## config.mk

```make
export PLATFORM = sky130hd
export DESIGN_NAME = irq_seq
export DESIGN_NICKNAME = d
export VERILOG_FILES = /design/src/rtl/irq_seq_pkg.sv /design/src/rtl/irq_seq_cmd.sv /design/src/rtl/irq_seq_fsm.sv /design/src/rtl/irq_seq_ctx.sv /design/src/rtl/irq_seq.sv
export SDC_FILE = /design/constraint.sdc
export NUM_CORES = 1
export LEC_CHECK = 0
export ABC_AREA = 1
export BUFFER_PORTS_ARGS = -buffer_cell sky130_fd_sc_hd__buf_2
export CAP_MARGIN = 20
export CORE_MARGIN = 2
export CORE_UTILIZATION = 54
export DETAILED_ROUTE_END_ITERATION = 10
export PLACE_DENSITY = 0.82
export SYNTH_ARGS = -nofsm -noshare
export SYNTH_HDL_FRONTEND = slang
export SYNTH_SLANG_ARGS = --single-unit
```

## constraint.sdc

```tcl
create_clock -name clk -period 2.6 [get_ports clk]
set_input_delay 0.13 -clock clk [delete_from_list [all_inputs] [get_ports clk]]
set_output_delay 0.13 -clock clk [all_outputs]
set_load 0.005 [all_outputs]
```

## src/rtl/irq_seq_pkg.sv

```systemverilog
package irq_seq_pkg;

  typedef enum logic [3:0] {
    ST_IDLE,
    ST_PUSH_FL,
    ST_PUSH_CS,
    ST_PUSH_IP,
    ST_PUSH_EC,
    ST_FETCH,
    ST_POP_IP,
    ST_POP_CS,
    ST_POP_FL
  } seq_st_t;

  function automatic logic st_is_push(seq_st_t s);
    return (s == ST_PUSH_FL) || (s == ST_PUSH_CS) ||
           (s == ST_PUSH_IP) || (s == ST_PUSH_EC);
  endfunction

  function automatic logic st_is_pop(seq_st_t s);
    return (s == ST_POP_IP) || (s == ST_POP_CS) || (s == ST_POP_FL);
  endfunction

  function automatic logic st_is_final(seq_st_t s);
    return (s == ST_FETCH) || (s == ST_POP_FL);
  endfunction

endpackage

```

## src/rtl/irq_seq_cmd.sv

```systemverilog
module irq_seq_cmd #(
  parameter int VEC_W  = 8,
  parameter int DATA_W = 32
) (
  input  logic              clk,
  input  logic              rst,
  input  logic              idle,
  input  logic              take_req,
  input  logic [VEC_W-1:0]  take_vec,
  input  logic              take_err_vld,
  input  logic [DATA_W-1:0] take_err_code,
  input  logic              iret_cmd,
  input  logic              sti_cmd,
  output logic              take_go,
  output logic              iret_go,
  output logic              sti_go,
  output logic [VEC_W-1:0]  vec_q,
  output logic              ec_flag_q,
  output logic [DATA_W-1:0] ec_q
);

  // fixed priority among commands, only while idle
  always_comb begin
    take_go = idle & take_req;
    iret_go = idle & ~take_req & iret_cmd;
    sti_go  = idle & ~take_req & ~iret_cmd & sti_cmd;
  end

  always_ff @(posedge clk) begin
    if (rst) begin
      vec_q     <= '0;
      ec_flag_q <= 1'b0;
      ec_q      <= '0;
    end else if (take_go) begin
      vec_q     <= take_vec;
      ec_flag_q <= take_err_vld;
      ec_q      <= take_err_code;
    end
  end

endmodule

```

## src/rtl/irq_seq_fsm.sv

```systemverilog
module irq_seq_fsm
  import irq_seq_pkg::*;
(
  input  logic    clk,
  input  logic    rst,
  input  logic    take_go,
  input  logic    iret_go,
  input  logic    ec_flag,
  input  logic    xfer,
  output seq_st_t st,
  output logic    done_q
);

  seq_st_t nxt;

  always_comb begin
    nxt = st;
    case (st)
      ST_IDLE: begin
        if (take_go)      nxt = ST_PUSH_FL;
        else if (iret_go) nxt = ST_POP_IP;
      end
      ST_PUSH_FL: if (xfer) nxt = ST_PUSH_CS;
      ST_PUSH_CS: if (xfer) nxt = ST_PUSH_IP;
      ST_PUSH_IP: if (xfer) nxt = ec_flag ? ST_PUSH_EC : ST_FETCH;
      ST_PUSH_EC: if (xfer) nxt = ST_FETCH;
      ST_FETCH:   if (xfer) nxt = ST_IDLE;
      ST_POP_IP:  if (xfer) nxt = ST_POP_CS;
      ST_POP_CS:  if (xfer) nxt = ST_POP_FL;
      ST_POP_FL:  if (xfer) nxt = ST_IDLE;
      default:    nxt = ST_IDLE;
    endcase
  end

  always_ff @(posedge clk) begin
    if (rst) begin
      st     <= ST_IDLE;
      done_q <= 1'b0;
    end else begin
      st     <= nxt;
      done_q <= xfer & st_is_final(st);
    end
  end

endmodule

```

## src/rtl/irq_seq_ctx.sv

```systemverilog
module irq_seq_ctx
  import irq_seq_pkg::*;
#(
  parameter int               ADDR_W     = 32,
  parameter int               DATA_W     = 32,
  parameter int               VEC_W      = 8,
  parameter int               CS_W       = 16,
  parameter int               IF_BIT     = 9,
  parameter int               DESC_SHIFT = 3,
  parameter logic [ADDR_W-1:0] RST_ESP   = 32'h0000_1000,
  parameter logic [ADDR_W-1:0] RST_EIP   = 32'h0000_0100,
  parameter logic [CS_W-1:0]   RST_CS    = 16'h0008,
  parameter logic [DATA_W-1:0] RST_FLAGS = 32'h0000_0202,
  parameter logic [ADDR_W-1:0] RST_BASE  = 32'h0000_8000
) (
  input  logic              clk,
  input  logic              rst,
  input  seq_st_t           st,
  input  logic              xfer,
  input  logic              sti_go,
  input  logic [VEC_W-1:0]  vec_q,
  input  logic              ec_flag_q,
  input  logic [DATA_W-1:0] ec_q,
  input  logic              base_we,
  input  logic [ADDR_W-1:0] base_in,
  input  logic [DATA_W-1:0] rdata,
  output logic [ADDR_W-1:0] acc_addr,
  output logic [DATA_W-1:0] acc_wdata,
  output logic [CS_W-1:0]   cs_q,
  output logic [ADDR_W-1:0] eip_q,
  output logic [ADDR_W-1:0] esp_q,
  output logic [DATA_W-1:0] flags_q
);

  localparam int WORD_BYTES = DATA_W / 8;
  localparam logic [ADDR_W-1:0] STEP = ADDR_W'(WORD_BYTES);

  logic [ADDR_W-1:0] base_q;
  logic              last_push;

  assign last_push = (st == ST_PUSH_EC) || ((st == ST_PUSH_IP) && !ec_flag_q);

  // address and write data decoded from registered state only
  always_comb begin
    acc_addr  = '0;
    acc_wdata = '0;
    if (st_is_push(st)) acc_addr = esp_q - STEP;
    else if (st_is_pop(st)) acc_addr = esp_q;
    else if (st == ST_FETCH) acc_addr = base_q + (ADDR_W'(vec_q) << DESC_SHIFT);
    case (st)
      ST_PUSH_FL: acc_wdata = flags_q;
      ST_PUSH_CS: acc_wdata = DATA_W'(cs_q);
      ST_PUSH_IP: acc_wdata = DATA_W'(eip_q);
      ST_PUSH_EC: acc_wdata = ec_q;
      default:    acc_wdata = '0;
    endcase
  end

  always_ff @(posedge clk) begin
    if (rst) begin
      cs_q    <= RST_CS;
      eip_q   <= RST_EIP;
      esp_q   <= RST_ESP;
      flags_q <= RST_FLAGS;
      base_q  <= RST_BASE;
    end else begin
      if (base_we) base_q <= base_in;
      if (sti_go) flags_q[IF_BIT] <= 1'b1;
      if (xfer) begin
        if (st_is_push(st)) begin
          esp_q <= esp_q - STEP;
          if (last_push) flags_q[IF_BIT] <= 1'b0;
        end
        if (st_is_pop(st)) esp_q <= esp_q + STEP;
        case (st)
          ST_FETCH:  eip_q   <= ADDR_W'(rdata);
          ST_POP_IP: eip_q   <= ADDR_W'(rdata);
          ST_POP_CS: cs_q    <= rdata[CS_W-1:0];
          ST_POP_FL: flags_q <= rdata;
          default: ;
        endcase
      end
    end
  end

endmodule

```

## src/rtl/irq_seq.sv

```systemverilog
module irq_seq
  import irq_seq_pkg::*;
#(
  parameter int               ADDR_W     = 32,
  parameter int               DATA_W     = 32,
  parameter int               VEC_W      = 8,
  parameter int               CS_W       = 16,
  parameter int               IF_BIT     = 9,
  parameter int               DESC_SHIFT = 3,
  parameter logic [ADDR_W-1:0] RST_ESP   = 32'h0000_1000,
  parameter logic [ADDR_W-1:0] RST_EIP   = 32'h0000_0100,
  parameter logic [CS_W-1:0]   RST_CS    = 16'h0008,
  parameter logic [DATA_W-1:0] RST_FLAGS = 32'h0000_0202,
  parameter logic [ADDR_W-1:0] RST_BASE  = 32'h0000_8000
) (
  input  logic              clk,
  input  logic              rst,
  input  logic              take_req,
  input  logic [VEC_W-1:0]  take_vec,
  input  logic              take_err_vld,
  input  logic [DATA_W-1:0] take_err_code,
  input  logic              iret_cmd,
  input  logic              sti_cmd,
  input  logic              tbl_base_we,
  input  logic [ADDR_W-1:0] tbl_base_in,
  output logic              busy,
  output logic              done,
  output logic              mem_req,
  output logic              mem_we,
  output logic [ADDR_W-1:0] mem_addr,
  output logic [DATA_W-1:0] mem_wdata,
  input  logic [DATA_W-1:0] mem_rdata,
  input  logic              mem_rdy,
  output logic [CS_W-1:0]   cur_cs,
  output logic [ADDR_W-1:0] cur_eip,
  output logic [ADDR_W-1:0] cur_esp,
  output logic [DATA_W-1:0] cur_flags
);

  seq_st_t           st;
  logic              idle, xfer;
  logic              take_go, iret_go, sti_go;
  logic [VEC_W-1:0]  vec_q;
  logic              ec_flag_q;
  logic [DATA_W-1:0] ec_q;

  assign idle    = (st == ST_IDLE);
  assign busy    = ~idle;
  assign mem_req = ~idle;
  assign mem_we  = st_is_push(st);
  assign xfer    = mem_req & mem_rdy;

  irq_seq_cmd #(.VEC_W(VEC_W), .DATA_W(DATA_W)) u_cmd (
    .clk(clk), .rst(rst), .idle(idle),
    .take_req(take_req), .take_vec(take_vec),
    .take_err_vld(take_err_vld), .take_err_code(take_err_code),
    .iret_cmd(iret_cmd), .sti_cmd(sti_cmd),
    .take_go(take_go), .iret_go(iret_go), .sti_go(sti_go),
    .vec_q(vec_q), .ec_flag_q(ec_flag_q), .ec_q(ec_q)
  );

  irq_seq_fsm u_fsm (
    .clk(clk), .rst(rst), .take_go(take_go), .iret_go(iret_go),
    .ec_flag(ec_flag_q), .xfer(xfer), .st(st), .done_q(done)
  );

  irq_seq_ctx #(
    .ADDR_W(ADDR_W), .DATA_W(DATA_W), .VEC_W(VEC_W), .CS_W(CS_W),
    .IF_BIT(IF_BIT), .DESC_SHIFT(DESC_SHIFT),
    .RST_ESP(RST_ESP), .RST_EIP(RST_EIP), .RST_CS(RST_CS),
    .RST_FLAGS(RST_FLAGS), .RST_BASE(RST_BASE)
  ) u_ctx (
    .clk(clk), .rst(rst), .st(st), .xfer(xfer), .sti_go(sti_go),
    .vec_q(vec_q), .ec_flag_q(ec_flag_q), .ec_q(ec_q),
    .base_we(tbl_base_we), .base_in(tbl_base_in), .rdata(mem_rdata),
    .acc_addr(mem_addr), .acc_wdata(mem_wdata),
    .cs_q(cur_cs), .eip_q(cur_eip), .esp_q(cur_esp), .flags_q(cur_flags)
  );

endmodule

```

Yosys cells after proc, flatten, opt, wreduce, memory -nomap -nowiden
Index checks and enable logic that the tools add are counted.
- add/sub/neg operators: 3
- equal/unequal tests: 16
- muxes and demuxes: 22
- bitwise operators: 10
- reductions and logical operators: 18
- operators by type and width (cell ; number):
    two-way mux 32 bit ; 5
    one-hot mux 32 bit (4 select lines) ; 1
    two-way mux 4 bit ; 9
    adder 32 x 11 -> 32 bit ; 1
    adder 32 x 3 -> 32 bit (second input constant) ; 1
    one-hot mux 4 bit (8 select lines) ; 1
    subtractor 32 x 3 -> 32 bit (second input constant) ; 1
    two-way mux 10 bit ; 2
    equality test 4 x 3 -> 1 bit (second input constant) ; 4
    != test 2 x 1 -> 1 bit (second input constant) ; 5
    equality test 4 x 2 -> 1 bit (second input constant) ; 2
    AND reduction 2 bit ; 4
    AND reduction 8 bit ; 1
    AND 1 bit ; 7
    logical OR 1 bit ; 7
    equality test 4 x 1 -> 1 bit (second input constant) ; 1
    equality test 4 bit (second input constant) ; 1
    zero test 4 bit ; 1
    two-way mux 1 bit ; 4
    != test 2 bit (second input constant) ; 2
    OR reduction 2 bit ; 2
    != test 3 x 1 -> 1 bit (second input constant) ; 1
    NOT 1 bit ; 3
    nonzero test 2 bit ; 1
    2 further kinds ; 2
- bits in registers: 190
- input bits: 112
- output and inout port bits: 180
- word-level logic and storage cells: 80

Logic depth before layout (Yosys ltp)
- word-level depth: 9
- gate-level depth with buffers: 13
- depth with buffers taken out: 12

Cells and area by module
Synthesis repeated with hierarchy kept, for this count alone.
- cells, all modules: 1920
- area total of the unflattened synthesis: 11526.1 um2
- modules (own cells, without submodules) (module ; instances ; cells each ; area each (um2) ; sequential area each (um2)):
    irq_seq_ctx ; 1 ; 1581 ; 9367.7 ; 2842.7
    irq_seq_cmd ; 1 ; 268 ; 1721.7 ; 820.8
    irq_seq_fsm ; 1 ; 60 ; 382.9 ; 100.1
    irq_seq ; 1 ; 11 ; 53.8 ; 0.0

Worst setup path before layout
OpenSTA, ideal clock, no wires.
- path kind: reg-to-output
- from: register u_cmd.vec_q[0]
- to: output port mem_addr[13]
- arrival time: 1799 ps
- required time: 2470 ps
- slack: 671 ps
- cell stages (with the launch flop): 12
- buffers on the path: 0
- path through: dfxtp_1 > ha_1 > fa_1 > nand3_1 > nand2_1 > nand2_1 > nand2_1 > nand2_1 > nand2_1 > or2_2 > nand3_1 > nand3_1
- longest elaborated chain between the ends: 4
- ends and longest elaborated chain (element ; RTL line ; text):
    from (decl) ; irq_seq_cmd.sv:17 ; output logic [VEC_W-1:0] vec_q,
    from (signal assigned) ; irq_seq_cmd.sv:35 ; vec_q <= take_vec;
    adder 32 x 11 -> 32 bit ; irq_seq_ctx.sv:49 ; else if (st == ST_FETCH) acc_addr = base_q + (ADDR_W'(vec_q) << DESC_SHIFT);
    two-way mux 32 bit ; irq_seq_ctx.sv:49 ;
    two-way mux 32 bit ; irq_seq_ctx.sv:48 ; else if (st_is_pop(st)) acc_addr = esp_q;
    two-way mux 32 bit ; irq_seq_ctx.sv:47 ; if (st_is_push(st)) acc_addr = esp_q - STEP;
    to (decl) ; irq_seq.sv:30 ; output logic [ADDR_W-1:0] mem_addr,
Every way passes these cells.

Final worst setup path
- from: register u_cmd.vec_q[3]
- to: output port mem_addr[13]
The elaborated chain is that of the path after synthesis.

==> summary.txt <==
Route
  • Vias/cell: 5.61
  • Vias: 13.1k
  • DRC: 0
  • Final WL: 39,200 um
  • Antenna viol nets, final: 0
  • Router iterations before antenna repair: 5
  • Starting DRC count in detailed routing: 1,079
  • Wire per inst: 16.8 um

GRT
  • Largest net degree at the start of global routing: 102
  • Global-route wire length before repair: 62,200 um
  • Initial antenna violation count: 3
  • Total grt overflow: 0
  • Vias in the first global route: 12.4k
  • Total GRT Usage: 0.359

Worst setup path
  • Worst Setup EP: mem_addr[13]
  • Critical Path Source: u_cmd.vec_q[3]$_SDFFE_PP0P_
  • Worst path required time: 2470 ps
  • CP max-delay cell: ha_1
  • Startpoint types: flip-flop
  • Reg-to-Reg Start: u_fsm.st[1]$_SDFFE_PP0P_
  • Most common cell type on the critical path: nand2_2
  • Crit path DAT: 2440 ps
  • Reg2reg setup slack: 290 ps
  • Max Fanout on Critical Path: 8
  • Crit end category: primary output
  • Reg2reg end: u_ctx.flags_q[9]$_SDFF_PP1_
  • R2R cell count: 9
  • Crit Path Category: reg -> out
  • Crit-path cells: ha_1 -> a21oi_1 -> nand2_4 -> nand2_2 -> nand2_2 -> nand2_2 -> nand2_4 -> or2_2 -> nand3_2 -> nand3_1 -> buf_2
  • Crit-path max cell delay: 370 ps

Placed design
  • # port buffers: 289
  • Placed Area: 12,400 um2
  • Final Wtd Congestion: 0.964
  • Dpl hpwl: 26,400 um

Clocking
  • Worst skew pair latency: 460 ps
  • Max Root-Sink Buffers: 2
  • Clock root buffer: clkbuf_16
  • H-tree levels: 4
  • Clk pin slew, worst setup/hold paths: 80 ps
  • CTS tree: built
  • CTS sink cnt: 188
  • CTS buffer count: 17

Synth
  • Post-synthesis average cell area: 6.30 um2
  • Share of the synthesized area in the top cell type: 0.348
  • Ys async rst share: 0
  • Cells after Synth: 1,718
  • Synth warnings: 0
  • Yosys top cell by area: dfxtp_1
  • Synth Cell Area: 10,800 um2
  • FF+latch count, synth: 188
  • Netlist cell types: 44
  • EDFF count, synth: 0
  • Sequential fraction of the synthesis area: 0.348
  • Post-synth top flop: dfxtp_1
  • Synth area leaders: dfxtp_1 (35%), nand2_1 (15%), nor2_1 (9.4%), o21ai_0 (7.8%), nand3_1 (6.2%)

STA
  • Relative slew slack: 0.539
  • Fmax: 389 MHz
  • Clock Skew: 20.0 ps
  • Unrepaired setup endpoints after global routing: yes
  • Period Utilization, post-route: 0.989
  • Final-report hold violation count: 0
  • Final setup vio count: 0
  • Worst-Margin Slew: 691 ps
  • Min Tclk post-route: 2570 ps
  • Final max-slew violation count: 0

Power
  • VDD IR max: 0.702 mV
  • Pwr per Cell Area: 855 nW/um2
  • Leakage power: 6.58 nW

Flow run
  • Max cap viols: 0

Floorplanning
  • Area of the die: 21,200 um2
  • Initial Util: 0.552
  • Core outline area: 19,600 um2
  • Die width: 146 um
  • Top Ports: 292
  • Chip height: 146 um
  • Row count: 51

Worst hold path
  • Hold Crit Class: in -> reg

Cells and area
  • Fraction of layout cells with a size suffix above 1: 0.196
  • Area Overhead vs Synth: 30.2%
  • Fin util: 0.719
  • Nets: 2,178
  • Commonest non-fill, non-tap cell in the layout: nand2_1
  • Area of the multi-input gates: 6110 um2
  • Most frequent cells in the layout: nand2_1 (428), buf_2 (289), nor2_1 (269)
  • Final Cell Area: 14,100 um2
  • Layout fillers: 1,635
  • Register area: 3770 um2

Status
  • Status: finished, final reports clean
[timing repair]
item                       in CTS  in global routing
pin swaps                       0                  5
hold buffers                   98                  0
buffers inserted                0                  0
hold endpoints to repair      141                  0
gates resized for setup         4                 26
setup endpoints to repair       5                 25
[state kept, by name, summed over array words and instances (netlist names)]
name and cells:
u_fsm.st 4, u_cmd.vec_q 8, u_ctx.base_q 32, u_ctx.flags_q 32
u_ctx.eip_q 32, u_fsm.done_q 1, u_cmd.ec_flag_q 1, u_ctx.cs_q 16
u_ctx.esp_q 30, u_cmd.ec_q 32
[worst min path at each step]
stage / end / start / cells after the start
3_3_place_gp: u_cmd.vec_q[6]$_SDFFE_PP0P_ / take_vec[6] / 3
4_1_cts: u_cmd.ec_q[22]$_SDFFE_PP0P_ / take_err_code[22] / 3
2_1_floorplan: u_ctx.cs_q[3]$_SDFFE_PP1P_ / mem_rdata[3] / 2
5_1_grt: u_ctx.base_q[23]$_SDFFE_PP0P_ / tbl_base_in[23] / 3
6_report: u_ctx.base_q[23]$_SDFFE_PP0P_ / tbl_base_in[23] / 3
3_5_place_dp: u_cmd.vec_q[2]$_SDFFE_PP0P_ / take_vec[2] / 3
[routing by layer]
layer | GRT usage | wire, um | vias up
met5 | 0 | 11 | -
met4 | 0.173 | 1750 | 2
met3 | 0.0868 | 3810 | 138
met2 | 0.632 | 19100 | 744
met1 | 0.410 | 14600 | 5976
li1 | - | - | 6240
[critical path: cells and delay by family (launching register included)]
family | cells | cell delay [ps]
AND/OR/NAND/NOR | 8 | 860
adder cells (fa/ha/maj) | 1 | 370
flip-flops | 1 | 330
AO/OA/AOI/OAI | 1 | 300
buffers and inverters | 1 | 130
[final cells by class]
| type | count | area share |
|---|---|---|
| clock buffers | 17 | 0.0302 |
| inverters | 165 | 0.0444 |
| clock inverters | 15 | 0.0142 |
| repair buffers | 409 | 0.186 |
| well taps | 265 | 0.0235 |
| flip-flops and latches | 188 | 0.268 |
| multi-input cells | 1274 | 0.434 |
| diodes | 2 | 0.000355 |
[stage by stage]
stage          setup WS (ps)  std cells  setup TNS, ps  total power, W  hold WS [ps]
2_1_floorplan            671       1719              0         0.00720           243
6_report                27.7       2335              0          0.0120          8.97
3_5_place_dp             329       2203              0         0.00895           359
4_1_cts                 15.3       2333              0          0.0118          2.95
5_1_grt                 -105       2335           -479          0.0128          23.7
3_3_place_gp             377       2203              0         0.00886           355
[kinds of logic (layout without fill, tap and decap cells)]
group           Yosys count  in the layout  share of synthesized area
buf+inv                 257            606                     0.0981
fa+ha+maj                11             11                     0.0134
flops                   188            188                      0.348
xor+xnor                 28             28                     0.0227
simple gates            884            884                      0.338
other cells               1              4                   0.000347
compound gates          349            349                      0.180
[synthesized netlist by cell type (7+ instances only)]
master,n
nor2_1,272
nand2_1,435
inv_2,10
nand3_1,134
xor2_1,27
o221ai_1,16
o2111ai_1,16
o21ai_0,169
ha_1,10
nor3_1,10
dfxtp_1,188
a21oi_1,125
nor2_2,7
buf_2,32
clkbuf_1,45
inv_1,153
buf_4,12
[power by group]
group          internal, W  total, W  switching [W]
clock network      0.00134   0.00278        0.00144
registers          0.00333   0.00388       0.000553
logic              0.00190   0.00538        0.00348
No activity file was read; power rests on OpenSTA's default activity.
